$ cat src/rtl/brg_pkg.sv
package brg_pkg;

    typedef enum logic [1:0] {
        PH_IDLE = 2'd0,
        PH_LOW  = 2'd1,
        PH_WAIT = 2'd2,
        PH_HIGH = 2'd3
    } phase_e;

endpackage

$ cat src/rtl/scl_level_sync.sv
module scl_level_sync #(
    parameter int STAGES = 2
) (
    input  logic clk,
    input  logic rst_n,
    input  logic line_in,
    output logic line_sync
);

    logic [STAGES-1:0] chain_q;

    generate
        for (genvar i = 0; i < STAGES; i++) begin : g_stage
            if (i == 0) begin : g_first
                always_ff @(posedge clk or negedge rst_n) begin
                    if (!rst_n) chain_q[0] <= 1'b0;
                    else        chain_q[0] <= line_in;
                end
            end else begin : g_next
                always_ff @(posedge clk or negedge rst_n) begin
                    if (!rst_n) chain_q[i] <= 1'b0;
                    else        chain_q[i] <= chain_q[i-1];
                end
            end
        end
    endgenerate

    assign line_sync = chain_q[STAGES-1];

endmodule

$ cat src/rtl/brg_down_counter.sv
module brg_down_counter #(
    parameter int WIDTH = 7
) (
    input  logic             clk,
    input  logic             rst_n,
    input  logic             clr,
    input  logic             load,
    input  logic [WIDTH-1:0] load_val,
    input  logic             dec,
    output logic [WIDTH-1:0] cnt,
    output logic             zero
);

    localparam logic [WIDTH-1:0] ONE = WIDTH'(1);

    logic [WIDTH-1:0] cnt_q;

    always_ff @(posedge clk or negedge rst_n) begin
        if (!rst_n)                cnt_q <= '0;
        else if (clr)              cnt_q <= '0;
        else if (load)             cnt_q <= load_val;
        else if (dec && cnt_q != '0) cnt_q <= cnt_q - ONE;
    end

    assign cnt  = cnt_q;
    assign zero = (cnt_q == '0);

    AST_LOAD_VALUE: assert property (@(posedge clk) disable iff (!rst_n)
        (load && !clr) |=> (cnt == $past(load_val)));
    AST_DEC_BY_ONE: assert property (@(posedge clk) disable iff (!rst_n)
        (dec && !load && !clr && !zero) |=> (cnt == $past(cnt) - ONE));
    AST_NO_WRAP: assert property (@(posedge clk) disable iff (!rst_n)
        (zero && !load) |=> zero);
    AST_HOLD_NO_DEC: assert property (@(posedge clk) disable iff (!rst_n)
        (!dec && !load && !clr) |=> $stable(cnt));

endmodule

$ cat src/rtl/i2c_scl_timer.sv
module i2c_scl_timer #(
    parameter int CFG_W       = 8,
    parameter int RELOAD_W    = 7,
    parameter int SYNC_STAGES = 2
) (
    input  logic                clk,
    input  logic                rst_n,
    input  logic                enable,
    input  logic                run,
    input  logic                dec_en,
    input  logic [CFG_W-1:0]    reload_cfg,
    input  logic                scl_in,
    output logic                scl_drive_low,
    output logic                expire,
    output logic [RELOAD_W-1:0] count
);
    import brg_pkg::*;

    localparam int SPARE_W = CFG_W - RELOAD_W;

    phase_e state_q, state_d;
    logic   scl_sync;
    logic   cnt_zero;
    logic   ld, clr, ev;
    logic   drive_q, expire_q;
    logic [RELOAD_W-1:0] reload_val;
    logic [SPARE_W-1:0]  cfg_unused;

    assign reload_val = reload_cfg[RELOAD_W-1:0];
    assign cfg_unused = reload_cfg[CFG_W-1:RELOAD_W];

    scl_level_sync #(.STAGES(SYNC_STAGES)) u_sync (
        .clk       (clk),
        .rst_n     (rst_n),
        .line_in   (scl_in),
        .line_sync (scl_sync)
    );

    brg_down_counter #(.WIDTH(RELOAD_W)) u_cnt (
        .clk      (clk),
        .rst_n    (rst_n),
        .clr      (clr),
        .load     (ld),
        .load_val (reload_val),
        .dec      (dec_en),
        .cnt      (count),
        .zero     (cnt_zero)
    );

    // Next-state and counter control
    always_comb begin
        state_d = state_q;
        ld      = 1'b0;
        clr     = 1'b0;
        ev      = enable && dec_en && cnt_zero &&
                  (state_q == PH_LOW || state_q == PH_HIGH);
        if (!enable) begin
            state_d = PH_IDLE;
            clr     = 1'b1;
        end else begin
            unique case (state_q)
                PH_IDLE: begin
                    if (run) begin
                        state_d = PH_LOW;
                        ld      = 1'b1;
                    end
                end
                PH_LOW: begin
                    if (ev) state_d = PH_WAIT;
                end
                PH_WAIT: begin
                    if (scl_sync) begin
                        state_d = PH_HIGH;
                        ld      = 1'b1;
                    end
                end
                PH_HIGH: begin
                    if (ev) begin
                        if (run) begin
                            state_d = PH_LOW;
                            ld      = 1'b1;
                        end else begin
                            state_d = PH_IDLE;
                        end
                    end
                end
            endcase
        end
    end

    // State register
    always_ff @(posedge clk or negedge rst_n) begin
        if (!rst_n) state_q <= PH_IDLE;
        else        state_q <= state_d;
    end

    // Registered outputs
    always_ff @(posedge clk or negedge rst_n) begin
        if (!rst_n) begin
            drive_q  <= 1'b0;
            expire_q <= 1'b0;
        end else begin
            drive_q  <= (state_d == PH_LOW);
            expire_q <= ev;
        end
    end

    assign scl_drive_low = drive_q;
    assign expire        = expire_q;

    AST_RELEASE_ON_DISABLE: assert property (@(posedge clk) disable iff (!rst_n)
        !enable |=> (!scl_drive_low && !expire && count == '0));
    AST_WAIT_HOLDS_ZERO: assert property (@(posedge clk) disable iff (!rst_n)
        (state_q == PH_WAIT) |-> cnt_zero);
    AST_RELOAD_NEEDS_HIGH: assert property (@(posedge clk) disable iff (!rst_n)
        (state_q == PH_HIGH && $past(state_q) == PH_WAIT) |-> $past(scl_sync));
    AST_EXPIRE_ON_ZERO: assert property (@(posedge clk) disable iff (!rst_n)
        expire |-> $past(cnt_zero && dec_en && enable));
    AST_LOW_IGNORES_SCL: assert property (@(posedge clk) disable iff (!rst_n)
        (state_q == PH_LOW && enable && !(dec_en && cnt_zero)) |=> scl_drive_low);

endmodule

$ cat config.mk
export PLATFORM = sky130hd
export DESIGN_NAME = i2c_scl_timer
export DESIGN_NICKNAME = d
export VERILOG_FILES = /design/src/rtl/brg_pkg.sv /design/src/rtl/scl_level_sync.sv /design/src/rtl/brg_down_counter.sv /design/src/rtl/i2c_scl_timer.sv
export SDC_FILE = /design/constraint.sdc
export NUM_CORES = 1
export LEC_CHECK = 0
export CORE_UTILIZATION = 35
export DETAILED_ROUTE_END_ITERATION = 12
export PLACE_DENSITY_LB_ADDON = 0.08
export SLEW_MARGIN = 10
export SYNTH_ARGS = -nofsm -noshare
export SYNTH_HDL_FRONTEND = slang
export SYNTH_SLANG_ARGS = --single-unit
$ cat constraint.sdc
create_clock -name clk -period 1.8 [get_ports clk]
set_clock_uncertainty 0.15 [all_clocks]
set_input_delay 0.45 -clock clk [delete_from_list [all_inputs] [get_ports clk]]
set_output_delay 0.45 -clock clk [all_outputs]
set_load 0.005 [all_outputs]
==> metrics.yaml <==
floorplanning:
  initial_utilization_pct: 37.8
  core_um2: 2000
  die_area_um2: 2350
  io_pins: 23
  chipHeight_um: 48.5
  rows: 16
  die_w_um: 48.5
placed_design:
  placed_cell_area_um2: 1090
  gp_congestion: 0.777
  post-place-ws_ps: -487
  portBuffers: 21
  place_hpwl_um: 1290
power:
  p_clk_share_pct: 19.8
  power.net_switching_mw: 0.327
  swShare_pct: 32.7
  ir_drop_uv: 461
  powerDensity_nw_per_um2: 786
  combinationalPowerShare_pct: 45.1
  p_leak_nw: 0.564
  finalPower_mw: 0.998
  internal_power_mw: 0.672
  pwr-share-seq_pct: 35.1
final_layout:
  stdcell_area_um2: 1270
  drive_above_1_share_pct: 36.2
  final_common_cell: "buf_4"
  nets: 133
  antenna_cells: 0
  final_cell_mix: "18 x buf_4, 15 x clkdlybuf4s50_1, 12 x dfrtp_1"
  areaGrowthSynthToFinish_pct: 68.0
worst_setup_path:
  worst-path-buf-inv: 1
  crit_end: "u_cnt.cnt[5]"
  crit_slowest_cell: "or4b_4"
  crit_fanout: 3
  end_kind: "register"
  arrival_ps: 1890
  ff2ff_setup_slack_ps: -50
  crit_path_start: "u_cnt.cnt[0]"
  critPathKind: "register to register"
  reg2reg_depth: 6
  cp.depth: 6
  cp-start-kind: "register"
  cpPeakStageDelay_ps: 520
  rr_endpoint: "u_cnt.cnt[5]"
  cp_top_family: "simple AND/OR/NAND/NOR gates"
  cp.required_ps: 1840
  reg2reg_from: "u_cnt.cnt[0]"
  crit_chain: "buf_6 -> or4b_4 -> nor3_4 -> mux2i_1 -> nand2_1 -> o211a_1"
logic_synthesis:
  synth_top_area_share_pct: 43.0
  synth-simple-area-share_pct: 19.7
  synthAdderAreaFrac_pct: 3.31
  synth_top_family_by_area: "simple AND/OR/NAND/NOR gates"
  synthMuxAreaShare_pct: 5.30
  synthTopCellsByArea: "dfrtp_1 43%, mux2i_1 5.3%, xnor2_1 4.6%"
  syn_area_um2: 756
  synth_cells: 71
  synth_compound_area_share_pct: 18.9
  synth_nets: 87
  synth_seq_cells: 13
  synth_cell_types: 30
  ys_seq_area_share_pct: 43.0
  postSynthAreaPerCell_um2: 10.6
  yosys_warnings: 0
  synth_top_area_cell: "dfrtp_1"
  synth_xor_area_share_pct: 4.64
clock_tree:
  cts.clk_slew.worst_paths_ps: 90
  cts.sinks: 13
  clk_latency_ps: 290
  h-tree-depth: 1
  cts_buffer_depth: 2
  hold_buffers: 0
  cts_tree: "done"
  cts_buffers: 3
  clock-root-buffer: "clkbuf_4"
run_status:
  violations: "negative setup slack"
  outcome: "complete, but fails checks"
sta:
  setup_violations: 1
  rsz0062_at_grt: "yes"
  hold_viol: 0
  min_period_ps: 1850
  worstMarginPinSlew_ps: 400
  drv_slew: 0
  tns_ps: -47.3
  slew_headroom_pct: 73.3
  finalWorstSetupSlack_ps: -47.3
  finalCritPeriodShare_pct: 103
  max_freq_mhz: 541
route:
  vias: 723
  wirelength_um: 2010
  drt-initial-drc-count: 9
  drt_pass1_iterations: 4
  drc: 0
  routed_via_density: 5.06
  routedWlPerCell_um: 14.1
  ant_nets: 0
global_route:
  grt-ovfl-total: 0
  groute.usage.overall_pct: 19.1
  antenna_found_initial: 0
  grt_pass1_wl_um: 3240
  first_global_vias: 718
  grt_max_degree: 14
flow_run:
  drv_cap: 0
min_path:
  worstHoldPathType: "register to register"
==> stage by stage <==
step                      util [%]  hold WS (ps)  instances
after global routing          63.4           239        143
after detailed placement      54.6           187        132
final                         63.4           204        143
after global placement        54.6           184        132
after floorplan                  -          4.41         71
after CTS                     60.0           207        141
==> final cells by class <==
cell class              instances  area [um^2]
multi-input cells              53          489
repair buffers                 43          383
fillers                       181          732
inverters                       3         11.3
flip-flops and latches         13          327
well taps                      27         33.8
clock buffers                   4         26.3
==> worst reg2reg max path, stage by stage (launching register included) <==
cell and delay, ps:
dfrtp_1 420, buf_6 130, or4b_4 520, nor3_4 140
mux2i_1 200, nand2_1 60, o211a_1 130
==> flip-flops by register name, indices dropped and copies added, names as in the netlist <==
name and cells:
state_q 2, scl_drive_low 1, expire 1, u_sync.line_sync 1, u_sync.chain_q 1, u_cnt.cnt 7
==> synthesized netlist by cell type <==
cell type and count:
nor3_1 1, o211a_1 2, a221o_2 1, a21oi_1 5
nand2b_1 1, a21boi_0 1, and2b_1 1, a31oi_1 1
o21ai_1 3, a211oi_1 2, nor3_2 2, or4b_4 1
and3_1 1, a21boi_1 1, ha_1 2, nor2b_1 2
mux2i_1 4, buf_2 1, xnor2_1 4, inv_1 3
nor4bb_1 1, and2_1 4, o211ai_1 1, dfrtp_1 13
nor3b_2 1, nor2_1 4, nand2_1 4, buf_6 2
a31oi_4 1, o22ai_1 1
==> cell families (layout without fill, tap and decap cells) <==
kind of cell,Yosys count,in the layout
mux,4,4
xor+xnor,4,4
flops,13,13
fa+ha+maj,2,2
buf+inv,6,50
compound gates,19,20
simple gates,23,23
==> repair_timing <==
action,CTS,global route
cloned,1,0
pin swaps,3,3
setup endpoints to repair,17,10
buffers inserted,4,2
hold endpoints to repair,0,0
gates resized for setup,17,11
==> per-layer routing <==
| layer | GRT usage, % | up-vias | part of all wire, % |
|---|---|---|---|
| li1 | - | 350 | - |
| met1 | 22.6 | 339 | 46 |
| met2 | 31.0 | 28 | 47 |
| met3 | 4.72 | 6 | 4.4 |
| met4 | 12.3 | 0 | 2.4 |
| met5 | 0 | - | 0 |
==> power groups by stage <==
stage	Combinational (mW)	Sequential [mW]	Clock, mW
finish	0.451	0.350	0.197
floorplan	0.164	0.366	0
CTS	0.410	0.346	0.203
global placement	0.346	0.359	0
global route	0.491	0.354	0.218
detailed placement	0.352	0.359	0
==> worst min-delay path by stage <==
stage,from,to,cells past startpoint
global placement,u_sync.chain_q[0],u_sync.line_sync,0
global route,u_sync.chain_q[0],u_sync.line_sync,0
floorplan,rst_n,expire,0
CTS,u_sync.chain_q[0],u_sync.line_sync,0
detailed placement,u_sync.chain_q[0],u_sync.line_sync,0
finish,u_sync.chain_q[0],u_sync.line_sync,0
Note: power is estimated with default switching activity, not from simulation.
